[config.mk]
export PLATFORM = sky130hd
export DESIGN_NAME = pwr_supervisor
export DESIGN_NICKNAME = d
export VERILOG_FILES = /design/src/rtl/pwr_pkg.sv /design/src/rtl/pwr_sync_bank.sv /design/src/rtl/pwr_level_filter.sv /design/src/rtl/pwr_por_timer.sv /design/src/rtl/pwr_supervisor.sv
export SDC_FILE = /design/constraint.sdc
export NUM_CORES = 1
export LEC_CHECK = 0
export ABC_CLOCK_PERIOD_IN_PS = 2600
export BUFFER_PORTS_ARGS = -buffer_cell sky130_fd_sc_hd__buf_2
export CAP_MARGIN = 20
export CORE_UTILIZATION = 50
export DETAILED_ROUTE_END_ITERATION = 8
export PLACE_DENSITY = 0.73
export SLEW_MARGIN = 0
export SYNTH_ARGS = -nofsm -noshare
export SYNTH_HDL_FRONTEND = slang
export SYNTH_SLANG_ARGS = --single-unit
[constraint.sdc]
create_clock -name clk_i -period 2.6 [get_ports clk_i]
set_input_delay 0.26 -clock clk_i [delete_from_list [all_inputs] [get_ports clk_i]]
set_output_delay 0.26 -clock clk_i [all_outputs]
set_load 0.03 [all_outputs]
[src/rtl/pwr_pkg.sv]
package pwr_pkg;
  localparam int unsigned SYNC_W   = 6;
  localparam int unsigned IDX_WARN = 0;
  localparam int unsigned IDX_MIN  = 1;
  localparam int unsigned IDX_BAT  = 2;
  localparam int unsigned IDX_EXT  = 3;
  localparam int unsigned IDX_PIN  = 4;
  localparam int unsigned IDX_BOOT = 5;
  // pins idle high, flags idle low
  localparam logic [SYNC_W-1:0] SYNC_RST = 6'b110000;
  localparam logic [15:0] PF_VECTOR = 16'h002B;
endpackage

[src/rtl/pwr_sync_bank.sv]
module pwr_sync_bank #(
  parameter int unsigned        W      = 6,
  parameter int unsigned        STAGES = 2,
  parameter logic [W-1:0]       RST    = '0
) (
  input  logic         clk_i,
  input  logic         rst_ni,
  input  logic [W-1:0] d_i,
  output logic [W-1:0] q_o
);
  logic [W-1:0] stg_q [STAGES];

  always_ff @(posedge clk_i or negedge rst_ni) begin
    if (!rst_ni) begin
      for (int s = 0; s < STAGES; s++) stg_q[s] <= RST;
    end else begin
      stg_q[0] <= d_i;
      for (int s = 1; s < STAGES; s++) stg_q[s] <= stg_q[s-1];
    end
  end

  assign q_o = stg_q[STAGES-1];

  for (genvar s = 1; s < STAGES; s++) begin : g_chk

    stage_shift_chk: assert property (@(posedge clk_i) disable iff (!rst_ni)
      1'b1 |=> stg_q[s] == $past(stg_q[s-1]));
  end
endmodule

[src/rtl/pwr_level_filter.sv]
module pwr_level_filter #(
  parameter int unsigned HOLD = 48,
  parameter bit          INIT = 1'b1
) (
  input  logic clk_i,
  input  logic rst_ni,
  input  logic d_i,
  output logic level_o,
  output logic fall_o
);
  localparam int unsigned CW = $clog2(HOLD + 1);
  localparam logic [CW-1:0] LAST = CW'(HOLD - 1);

  logic [CW-1:0] cnt_q;
  logic          lvl_q, lvl_d_q;

  always_ff @(posedge clk_i or negedge rst_ni) begin
    if (!rst_ni) begin
      cnt_q   <= '0;
      lvl_q   <= INIT;
      lvl_d_q <= INIT;
    end else begin
      lvl_d_q <= lvl_q;
      if (d_i == lvl_q) begin
        cnt_q <= '0;
      end else if (cnt_q == LAST) begin
        cnt_q <= '0;
        lvl_q <= d_i;
      end else begin
        cnt_q <= cnt_q + 1'b1;
      end
    end
  end

  assign level_o = lvl_q;
  assign fall_o  = lvl_d_q & ~lvl_q;


  filt_hold_chk: assert property (@(posedge clk_i) disable iff (!rst_ni)
    (d_i == lvl_q) |=> $stable(lvl_q));

  filt_cnt_chk: assert property (@(posedge clk_i) disable iff (!rst_ni)
    cnt_q <= LAST);

  fall_pulse_chk: assert property (@(posedge clk_i) disable iff (!rst_ni)
    fall_o |=> !fall_o);
endmodule

[src/rtl/pwr_por_timer.sv]
module pwr_por_timer #(
  parameter int unsigned CYCLES = 21504
) (
  input  logic clk_i,
  input  logic rst_ni,
  input  logic hold_i,
  output logic busy_o
);
  localparam int unsigned CW = $clog2(CYCLES + 1);
  localparam logic [CW-1:0] LOAD = CW'(CYCLES);

  logic [CW-1:0] cnt_q;

  always_ff @(posedge clk_i or negedge rst_ni) begin
    if (!rst_ni)              cnt_q <= LOAD;
    else if (hold_i)          cnt_q <= LOAD;
    else if (cnt_q != '0)     cnt_q <= cnt_q - 1'b1;
  end

  assign busy_o = (cnt_q != '0);


  por_reload_chk: assert property (@(posedge clk_i) disable iff (!rst_ni)
    hold_i |=> busy_o);

  por_range_chk: assert property (@(posedge clk_i) disable iff (!rst_ni)
    cnt_q <= LOAD);
endmodule

[src/rtl/pwr_supervisor.sv]
module pwr_supervisor
  import pwr_pkg::*;
#(
  parameter int unsigned SYNC_STAGES = 2,
  parameter int unsigned POR_CYCLES  = 21504,
  parameter int unsigned BOOT_HOLD   = 48
) (
  input  logic        clk_i,
  input  logic        rst_ni,
  input  logic        warn_flag_i,
  input  logic        min_flag_i,
  input  logic        bat_flag_i,
  input  logic        warn_en_i,
  input  logic        irq_ack_i,
  input  logic        ext_rst_i,
  input  logic        rst_pin_i,
  input  logic        boot_req_ni,
  output logic        irq_o,
  output logic [15:0] irq_vec_o,
  output logic        cpu_rst_o,
  output logic        rst_pin_oe_o,
  output logic        strobe_block_o,
  output logic        pwr_fail_no,
  output logic        boot_act_o,
  output logic        boot_start_o
);
  logic [SYNC_W-1:0] raw, syn;
  logic warn_s, min_s, bat_s, ext_s, pin_low_s, boot_s;
  logic warn_d_q, irq_q, por_busy, boot_lvl, boot_fall;

  assign raw[IDX_WARN] = warn_flag_i;
  assign raw[IDX_MIN]  = min_flag_i;
  assign raw[IDX_BAT]  = bat_flag_i;
  assign raw[IDX_EXT]  = ext_rst_i;
  assign raw[IDX_PIN]  = rst_pin_i;
  assign raw[IDX_BOOT] = boot_req_ni;

  pwr_sync_bank #(.W(SYNC_W), .STAGES(SYNC_STAGES), .RST(SYNC_RST)) u_sync (
    .clk_i, .rst_ni, .d_i(raw), .q_o(syn)
  );

  assign warn_s    = syn[IDX_WARN];
  assign min_s     = syn[IDX_MIN];
  assign bat_s     = syn[IDX_BAT];
  assign ext_s     = syn[IDX_EXT];
  assign pin_low_s = ~syn[IDX_PIN];
  assign boot_s    = syn[IDX_BOOT];

  // early warning interrupt: edge-set, ack-clear, set wins
  always_ff @(posedge clk_i or negedge rst_ni) begin
    if (!rst_ni) begin
      warn_d_q <= 1'b0;
      irq_q    <= 1'b0;
    end else begin
      warn_d_q <= warn_s;
      if (warn_s && !warn_d_q && warn_en_i) irq_q <= 1'b1;
      else if (irq_ack_i)                   irq_q <= 1'b0;
    end
  end

  pwr_por_timer #(.CYCLES(POR_CYCLES)) u_por (
    .clk_i, .rst_ni, .hold_i(min_s), .busy_o(por_busy)
  );

  pwr_level_filter #(.HOLD(BOOT_HOLD), .INIT(1'b1)) u_boot (
    .clk_i, .rst_ni, .d_i(boot_s), .level_o(boot_lvl), .fall_o(boot_fall)
  );

  assign irq_o          = irq_q;
  assign irq_vec_o      = PF_VECTOR;
  // only a supply fault drives the net, so an external low cannot latch itself
  assign rst_pin_oe_o   = min_s;
  assign strobe_block_o = min_s;
  assign cpu_rst_o      = min_s | por_busy | ext_s | pin_low_s;
  assign pwr_fail_no    = ~bat_s;
  assign boot_act_o     = ~boot_lvl;
  assign boot_start_o   = boot_fall;


  irq_ack_chk: assert property (@(posedge clk_i) disable iff (!rst_ni)
    (irq_ack_i && !(warn_s && !warn_d_q && warn_en_i)) |=> !irq_o);

  irq_en_chk: assert property (@(posedge clk_i) disable iff (!rst_ni)
    (!irq_o && !warn_en_i) |=> !irq_o);

  pin_implies_rst_chk: assert property (@(posedge clk_i) disable iff (!rst_ni)
    rst_pin_oe_o |-> (cpu_rst_o && strobe_block_o));

  ext_low_chk: assert property (@(posedge clk_i) disable iff (!rst_ni)
    pin_low_s |-> cpu_rst_o);

  boot_start_chk: assert property (@(posedge clk_i) disable iff (!rst_ni)
    boot_start_o |-> (boot_act_o && $rose(boot_act_o)));
endmodule

Word-level counts from Yosys, hierarchy flattened:

Index checks and enable logic that the tools add are counted.
W data, S select, Z words.

* word-level logic and storage cells: 33
* output and inout bits: 23
* register bits after elaboration: 37
* bits in latches: 0
* RAM bits: 0
* memories: 0
* bits in read-only memories: 0

* $mul: 0
* reduce and logical (&&, ||, !) cells: 7
* order comparisons: 0
* multiplexer cells: 6
* equal/unequal tests: 2
* $add $sub $neg: 2
* shift-type cells: 0
* bitwise logic cells: 8
* div/mod/pow operators: 0

Operator list (number)
* $mux W15: 2
* $reduce_bool A15 Y1: 1
* $sub A15 B1 Y15 const B: 1
* $mux W6: 2
* $add A6 B1 Y6 const B: 1
* $eq A6 B6 Y1 const B: 1
* $not A1 Y1: 4
* $reduce_bool A2 Y1: 2
* $or A1 B1 Y1: 3
* $logic_and A1 B1 Y1: 2
* $mux W1: 2
* $reduce_and A2 Y1: 1
* $and A1 B1 Y1: 1
* $eq A1 B1 Y1: 1
* $logic_not A1 Y1: 1

Depth between registers and ports, before layout:

Gate-level depths: netlist of run 1.

* depth after elaboration: 4
* gate-level depth with buffers: 8
* gate-level depth less buffers: 6

Hierarchy:

A second synthesis of run 1 with hierarchy kept.

* cells, all modules: 166
* area, all modules: 1818.0 µm²

Modules (own cells, without submodules)
* pwr_por_timer: instances 1, cells each 92, area an instance 905.9 µm²
* pwr_sync_bank: instances 1, cells each 18, area an instance 350.3 µm²
* pwr_level_filter: instances 1, cells each 29, area an instance 345.3 µm²
* pwr_supervisor: instances 1, cells each 27, area an instance 216.5 µm²

Worst setup path after synthesis of run 1:

Ideal clock, no wire load.

* path type: reg2out
* start point: register u_por.cnt_q[0]
* end point: output cpu_rst_o
* cell stages (with the launch flop): 8
* setup slack: 514 ps
* arrival: 1826 ps
* path through: dfrtp_1 -> inv_1 -> ha_1 -> or3b_2 -> buf_2 -> nor4b_4 -> buf_6 -> nand3_1

* word-level cells in the longest chain between the ends: 4

Ends and longest elaborated chain
* start: declaration: RTL line pwr_por_timer.sv:12 `logic [CW-1:0] cnt_q;`
* start signal: assignment: RTL line pwr_por_timer.sv:17 `else if (cnt_q != '0) cnt_q <= cnt_q - 1'b1;`
* $reduce_bool A15 Y1: RTL line pwr_por_timer.sv:20 `assign busy_o = (cnt_q != '0);`
* $or A1 B1 Y1 (3 in series): RTL line pwr_supervisor.sv:74 `assign cpu_rst_o = min_s | por_busy | ext_s | pin_low_s;`
* end: declaration: RTL line pwr_supervisor.sv:20 `output logic cpu_rst_o,`

No other way between the ends.

Worst setup path in the final report of run 1:

Same ends and word-level chain as after synthesis.

==> results.yml, run 1 <==
synth:
  yosysSeqAreaShare_pct: 55.0
  synthArstFlopShare_pct: 100
  synth-simple-area-share_pct: 21.1
  synth_compound_area_share_pct: 6.17
  ys_ff_latch: 37
  synthAdderAreaFrac_pct: 1.47
  synth_top_family_by_area: "simple AND/OR/NAND/NOR gates"
  synthFlopType: "dfrtp_1"
  ys_types: 39
  synth_warnings: 0
  synthMuxAreaShare_pct: 2.57
  synth_edf_count: 0
  synthCells: 157
  syn_avg_cell_area_um2: 10.9
  synthXorXnorAreaFrac_pct: 3.08
  syn_area_um2: 1700
placed_design:
  portBuffers: 16
  hpwl_um: 1690
  place_congestion: 0.781
  dpl_worst_slack_ns: 0.284
sta:
  setup_viol: 0
  fin_crit_ns: 2.35
  max_freq_mhz: 426
  setup_slack_ns: 0.254
  period_share_pct: 90.2
  maxSlewHeadroom_pct: 48.8
  worstMarginPinSlew_ns: 0.768
  rsz0062_at_grt: "false"
  timing.hold.ws_ns: 0.0289
  skew_ns: 0.0108
  hold_viol: 0
  slew_violations: 0
  tns_ns: 0
layout:
  regArea_um2: 937
  area_growth_pct: 9.69
  drive_above_1_share_pct: 25.0
  n_fill_cell: 263
  final_util_pct: 59.3
  multi_input_area_um2: 648
  fin_nets: 191
  num_antenna_cells: 0
routing:
  wl_um: 2630
  drc: 0
  first_iter_violations: 34
  via_per_inst: 5.02
  wl_per_cell_um: 11.7
  vias: 1125
  ant_nets: 0
  drt-pass1-iter-count: 4
clocking:
  clkLatencyLatePin_ns: 0.34
  clock_path_buffers: 2
  cts_made_buffers: 5
  cts.htree.levels: 2
  clk_pin_slew_worst_paths_ns: 0.13
  tritoncts: "yes"
  cts.sinks: 37
  root_buffer: "clkbuf_4"
floorplan:
  initial_utilization_pct: 54.0
  io_pins: 33
  die_x_um: 60.4
  die_y_um: 60.4
  num_rows: 20
  coreArea_um2: 3150
  dieArea_um2: 3650
run_status:
  outcome: "finished clean"
power:
  peakVddDrop_v: 0.000467
  p_per_area_nw_per_um2: 643
  p_leak_nw: 0.836
  power_mw: 1.20
worst_setup_path:
  end_kind: "primary output"
  start_kind: "register"
  worstPathMaxFanout: 6
  required_ns: 2.34
  path_class: "register to primary output"
  worstPathArrival_ns: 2.09
grt:
  antenna_found_initial: 0
  grt_usage_pct: 17.4
  grt_pass1_vias: 1130
  grt_max_degree: 38
  gr-total-overflow: 0
  grt_pass1_wl_um: 4640
worst_hold_path:
  hp-class: "input port to register"
run:
  max-cap-violations: 0
-- synthesized netlist by cell type (3+ instances only) --
| cell type | count | area [um^2] |
|---|---|---|
| o31ai_1 | 3 | 22.5 |
| a21oi_1 | 8 | 40.0 |
| buf_4 | 17 | 128 |
| inv_1 | 5 | 18.8 |
| dfrtp_1 | 28 | 701 |
| nor2b_1 | 4 | 25.0 |
| o21ai_0 | 4 | 20.0 |
| or3_1 | 8 | 50.1 |
| nor2_1 | 15 | 56.3 |
| mux2_2 | 3 | 33.8 |
| dfstp_2 | 9 | 236 |
| nand2_1 | 8 | 30.0 |
| xor2_1 | 4 | 35.0 |
| nand3_1 | 4 | 20.0 |
| nor4_1 | 3 | 18.8 |
| nor3_1 | 3 | 15.0 |
-- critical path, stage by stage (launching register included) --
cell     delay, ns
dfrtp_1       0.40
inv_1         0.09
ha_1          0.18
or3b_4        0.43
nor4b_4       0.35
nand3_1       0.11
buf_2         0.19
-- routing by layer --
| metal | wire (um) | up-vias | global-route usage (%) |
|---|---|---|---|
| met5 | 0 | - | 0 |
| met4 | 9 | 0 | 6.31 |
| met3 | 127 | 2 | 5.33 |
| met2 | 1330 | 37 | 30.3 |
| met1 | 1160 | 544 | 20.1 |
| li1 | - | 542 | - |
-- report_power, final --
| part | switching, mW | internal, mW |
|---|---|---|
| logic | 0.125 | 0.0865 |
| clock network | 0.207 | 0.110 |
| registers | 0.0472 | 0.625 |
| total | 0.379 | 0.822 |
-- metrics by stage --
step | instance area, um^2 | instances
2_1_floorplan | 1760 | 171
3_3_place_gp | 1740 | 209
3_5_place_dp | 1740 | 209
4_1_cts | 1870 | 224
5_1_grt | 1870 | 224
6_report | 1870 | 224
-- placed cells by master (no fill, tap or decap), types with 5 or more instances in the layout --
| cell | instances |
|---|---|
| inv_1 | 5 |
| dlygate4sd3_1 | 6 |
| dfstp_2 | 9 |
| a21oi_1 | 8 |
| buf_2 | 16 |
| conb_1 | 16 |
| nor2_1 | 15 |
| nand2_1 | 8 |
| clkbuf_4 | 5 |
| or3_1 | 8 |
| dfrtp_1 | 28 |
-- state kept, by name, summed over array words and instances, names as in the netlist --
signal / cells
u_boot.cnt_q: 6
u_por.cnt_q: 15
irq_o: 1
u_sync.q_o: 6
warn_d_q: 1
u_sync.stg_q: 6
u_boot.level_o: 1
u_boot.lvl_d_q: 1
-- cell type report --
class / instances / share of cell area, %
Sequential cell: 37 / 50.1
Timing Repair Buffer: 23 / 7.90
Clock inverter: 3 / 1.34
Multi-Input combinational cell: 107 / 34.7
Inverter: 5 / 1.00
Tap cell: 44 / 2.95
Clock buffer: 5 / 2.01
-- path summary, 6_finish.rpt --
path	from	end	slack, ns	cells after the start
max reg2reg	u_por.cnt_q[0]	u_por.cnt_q[1]	0.43	7
min reg2reg	u_sync.stg_q[9]	u_sync.q_o[3]	0.35	0
min in group asynchronous	rst_ni	u_por.cnt_q[5]	0.54	2
max	u_por.cnt_q[0]	cpu_rst_o	0.25	6
max in group asynchronous	rst_ni	u_boot.cnt_q[4]	1.56	2
min	ext_rst_i	u_sync.stg_q[9]	0.03	1
-- what timing repair did --
item / in CTS / in global routing
resized for setup: 0 / 1
hold buffers: 6 / 0
buffers inserted: 1 / 0
gates cloned: 0 / 0
pin swaps: 1 / 0
setup endpoints to repair: 1 / 1
endpoints found under the hold margin: 17 / 0
-- logic make-up (layout without fill, tap and decap cells) --
group / Yosys count / count (layout)
and+or+nand+nor: 61 / 61
DFF: 37 / 37
buffers and inverters: 27 / 36
AOI/OAI and AO/OA: 18 / 18
xor gates and xnor gates: 6 / 6
muxes: 4 / 4
adders and majority gates: 2 / 2
other: 2 / 16
No activity file was read; power rests on OpenSTA's default activity.
==> run 2: changes to the inputs <==
Settings changed: PLACE_DENSITY 0.73 to 0.75.
==> results.yml, run 2 (synthesis gave the netlist of run 1 again) <==
routing:
  vias: 1108
  drc: 0
  drt-pass1-iter-count: 4
  wl_per_cell_um: 11.4
  wl_um: 2520
  via_per_inst: 5.04
  ant_nets: 0
  first_iter_violations: 21
worst_setup_path:
  path_buf_inv: 2
  end_kind: "primary output"
  worst_path_dominant_cell_family: "simple AND/OR/NAND/NOR gates"
  path_class: "register to primary output"
  crit_path_end: "cpu_rst_o"
  required_ns: 2.34
  r2r_start: "u_por.cnt_q[0]"
  crit_path_max_incr_delay_ns: 0.55
  start_kind: "register"
  critPathSlowestCell: "or3b_2"
  reg2regPathDepth: 7
  startpoint: "u_por.cnt_q[0]"
  critical_path_depth: 6
  worstPathMaxFanout: 6
  path_cells: "inv_1, ha_1, or3b_2, nor4b_4, nand3_1, buf_2"
  rr_endpoint: "u_por.cnt_q[1]"
  worstPathArrival_ns: 2.18
  reg2reg_slack_ns: 0.35
sta:
  slew_violations: 0
  max_freq_mhz: 409
  skew_ns: 0.00781
  maxSlewHeadroom_pct: 49.6
  worstMarginPinSlew_ns: 0.755
  timing.hold.ws_ns: -0.0209
  hold_viol: 28
  rsz0062_at_grt: "false"
  setup_slack_ns: 0.156
  fin_crit_ns: 2.44
  tns_ns: 0
  setup_viol: 0
  period_share_pct: 94.0
layout:
  num_antenna_cells: 0
  final_cell_mix: "28 x dfrtp_1, 16 x conb_1, 16 x buf_2, 15 x nor2_1, 9 x dfstp_2"
  largest_register: "u_por.cnt_q"
  area_growth_pct: 8.74
  n_fill_cell: 267
  final_common_cell: "dfrtp_1"
  drive_above_1_share_pct: 25.6
  largest_register_ffs: 15
  fin_nets: 187
run:
  max-cap-violations: 0
grt:
  grt_max_degree: 38
  gr-total-overflow: 0
  grt_pass1_vias: 1030
  grt_usage_pct: 17.2
  antenna_found_initial: 0
  grt_pass1_wl_um: 4520
floorplan:
  num_rows: 20
  dieArea_um2: 3650
  io_pins: 33
  die_x_um: 60.4
  coreArea_um2: 3150
  initial_utilization_pct: 54.0
  die_y_um: 60.4
clocking:
  post_cts_resized: 0
  cts.sinks: 37
  root_buffer: "clkbuf_4"
  cts.htree.levels: 2
  clkLatencyLatePin_ns: 0.33
  clock_path_buffers: 2
  clk_pin_slew_worst_paths_ns: 0.11
  cts_made_buffers: 5
  tritoncts: "yes"
placed_design:
  place_congestion: 0.858
  portBuffers: 16
  dpl_worst_slack_ns: 0.275
  hpwl_um: 1770
worst_hold_path:
  hp-class: "input port to async pin"
power:
  p_leak_nw: 0.831
  peakVddDrop_v: 0.000478
  p_per_area_nw_per_um2: 696
run_status:
  outcome: "finished, violations left"
  violations: "negative hold slack"
## run 2: cell types whose count changed in the layout (fill, tap and decap cells not counted), sizes merged
cell         previous run  this run
bufinv                  0         1
dlygate4sd3             6         2
clkinv                  1         0
clkbuf                  5         6
inv                     6         5
## run 2: cell type report
class                   instances  area [um^2]  area share [%]
clock inverters                 2         37.5            2.03
repair buffers                 19          108            5.81
multi-input cells             107          646            34.8
inverters                       5         18.8            1.01
flip-flops and latches         37          937            50.6
clock buffers                   6         51.3            2.77
well taps                      44         55.1            2.97
## run 2: where the power goes
group | internal [mW] | leakage [nW] | switching [mW] | total, mW
registers | 0.625 | 0.453 | 0.0470 | 0.672
clock network | 0.228 | 0.0445 | 0.186 | 0.414
logic | 0.0804 | 0.334 | 0.123 | 0.203
total | 0.934 | 0.831 | 0.356 | 1.29
## run 2: worst min path at each step
stage / to / cells after the start
2_1_floorplan: irq_o / 0
5_1_grt: u_sync.stg_q[8] / 1
6_report: u_por.cnt_q[6] / 1
3_5_place_dp: u_sync.q_o[0] / 0
3_3_place_gp: u_sync.q_o[1] / 0
4_1_cts: u_por.cnt_q[6] / 1
## run 2: what timing repair did
item | 4_1_cts | 5_1_grt
endpoints found under the hold margin | 1 | 1
setup buffers | 1 | 0
endpoints found under the setup margin | 1 | 0
hold buffers | 1 | 1
## run 2: stage by stage
| step | hold WS, ns | std cells | power (mW) | util (%) | area, um^2 |
|---|---|---|---|---|---|
| after floorplan | -0.0356 | 171 | 0.854 | - | 1760 |
| after global placement | 0.332 | 209 | 0.876 | 55.1 | 1740 |
| after detailed placement | 0.336 | 209 | 0.884 | 55.1 | 1740 |
| after CTS | 0.00142 | 219 | 1.30 | 58.5 | 1840 |
| after global routing | 0.00635 | 220 | 1.36 | 58.8 | 1850 |
| final | -0.0209 | 220 | 1.29 | 58.8 | 1850 |
## run 2: metal layers
metal	part of all wire, %	global-route usage [%]
met5	0	0
met4	1.4	6.31
met3	5.7	6.40
met2	47	25.4
met1	45	23.3
## run 2: worst register-to-register path, stage by stage (launching register included)
cell and delay [ns]:
dfrtp_1 0.39, inv_1 0.09, ha_1 0.20, or3b_2 0.55, nor4b_4 0.33, buf_4 0.22, mux2_2 0.34, nor2_1 0.08
==> run 3: changes to the inputs <==
Settings changed: ABC_CLOCK_PERIOD_IN_PS 2600 to 2400, HOLD_SLACK_MARGIN set to 0.12.
Clock period 2.6 ns to 2.4 ns, I/O delays scaled along.
==> results.yml, run 3 (synthesis gave the netlist of run 1 again) <==
sta:
  maxSlewHeadroom_pct: 47.9
  max_freq_mhz: 431
  worstMarginPinSlew_ns: 0.781
  timing.hold.ws_ns: 0.152
  skew_ns: 0.00588
  setup_viol: 0
  slew_violations: 0
  hold_viol: 0
  period_share_pct: 96.7
  fin_crit_ns: 2.32
power:
  p_per_area_nw_per_um2: 659
  power_mw: 1.28
  p_leak_nw: 0.878
  peakVddDrop_v: 0.000446
placed_design:
  portBuffers: 16
  place_congestion: 0.833
  hpwl_um: 1840
clocking:
  clock_path_buffers: 2
  clk_pin_slew_worst_paths_ns: 0.10
  tritoncts: "yes"
  cts.sinks: 37
  cts_made_buffers: 5
  root_buffer: "clkbuf_4"
  clkLatencyLatePin_ns: 0.34
  cts.htree.levels: 2
grt:
  grt_pass1_vias: 1068
  grt_usage_pct: 18.4
  grt_max_degree: 38
  gr-total-overflow: 0
  antenna_found_initial: 0
  grt_pass1_wl_um: 4650
floorplan:
  num_rows: 20
  io_pins: 33
  coreArea_um2: 3150
  dieArea_um2: 3650
  die_y_um: 60.4
  die_x_um: 60.4
  initial_utilization_pct: 54.0
layout:
  largest_register: "u_por.cnt_q"
  drive_above_1_share_pct: 27.7
  area_growth_pct: 13.6
  final_common_cell: "dfrtp_1"
  n_fill_cell: 271
  fin_nets: 199
  final_cell_mix: "28 x dfrtp_1, 16 x conb_1, 15 x nor2_1, 15 x buf_2, 9 x dfstp_2"
  largest_register_ffs: 15
  num_antenna_cells: 0
run:
  max-cap-violations: 0
worst_setup_path:
  end_kind: "primary output"
  worstPathMaxFanout: 6
  worstPathArrival_ns: 2.08
  path_class: "register to primary output"
  required_ns: 2.16
  reg2reg_slack_ns: 0.23
  start_kind: "register"
routing:
  wl_um: 2840
  drc: 0
  via_per_inst: 4.95
  first_iter_violations: 20
  ant_nets: 0
  drt-pass1-iter-count: 4
  vias: 1148
  wl_per_cell_um: 12.3
run_status:
  outcome: "finished clean"
worst_hold_path:
  hp-class: "input port to register"
==> run 3: cell types whose count changed in the layout (fill, tap and decap cells not counted), moves of 2 or more <==
cell	before	now
dlygate4sd3_1	2	8
buf_4	1	6
clkinv_2	0	2
buf_6	0	2
==> run 3: worst max-delay path, stage by stage (launching register included) <==
cell and delay (ns):
dfrtp_1 0.44, or4_4 0.60, nor4b_4 0.31, buf_6 0.15, nand3_1 0.10, buf_6 0.15
==> run 3: what timing repair did <==
item                                   in CTS  in global routing
gates resized for setup                     1                  6
setup endpoints to repair                   1                  1
hold buffers                                8                  0
buffers inserted                            0                  6
pin swaps                                   0                  0
endpoints found under the hold margin      35                  0
==> run 3: final cells by class <==
cell class	count	area, um^2	area share [%]
clock buffers	6	41.3	2.13
clock inverters	2	10.0	0.517
inverters	5	18.8	0.970
multi-input cells	107	651	33.6
flip-flops and latches	37	937	48.4
well taps	44	55.1	2.84
repair buffers	31	223	11.5
==> run 3: metrics by stage <==
| step | instances | TNS, ns | util (%) | instance area (um^2) | setup slack [ns] |
|---|---|---|---|---|---|
| after floorplan | 171 | 0 | - | 1760 | 0.334 |
| after global placement | 210 | 0 | 55.3 | 1740 | 0.340 |
| after global routing | 232 | -0.0000659 | 61.4 | 1940 | -0.0000659 |
| after CTS | 226 | 0 | 59.6 | 1880 | 0.0109 |
| after detailed placement | 210 | 0 | 55.3 | 1740 | 0.289 |
| final | 232 | 0 | 61.4 | 1940 | 0.0798 |
==> run 3: worst paths after layout <==
kind	from	to	cells after the start
hold / removal	warn_en_i	irq_o	3
setup reg to reg	u_por.cnt_q[11]	u_por.cnt_q[1]	7
min in group asynchronous	rst_ni	u_por.cnt_q[6]	2
max in group asynchronous	rst_ni	u_sync.stg_q[8]	2
hold reg to reg	u_sync.stg_q[7]	u_sync.q_o[1]	0
setup / recovery	u_por.cnt_q[11]	cpu_rst_o	5
==> run 3: layer usage <==
layer	GRT usage (%)	wire length, um	vias to the layer above
met4	13.0	76	0
li1	-	-	559
met1	21.6	1220	547
met5	0	0	-
met2	29.8	1450	35
met3	4.48	101	7
==> run 3: report_power, final <==
part	switching (mW)	total, mW	internal (mW)
Clock	0.192	0.303	0.111
Sequential	0.0526	0.730	0.677
Combinational	0.140	0.243	0.103
Total	0.385	1.28	0.892
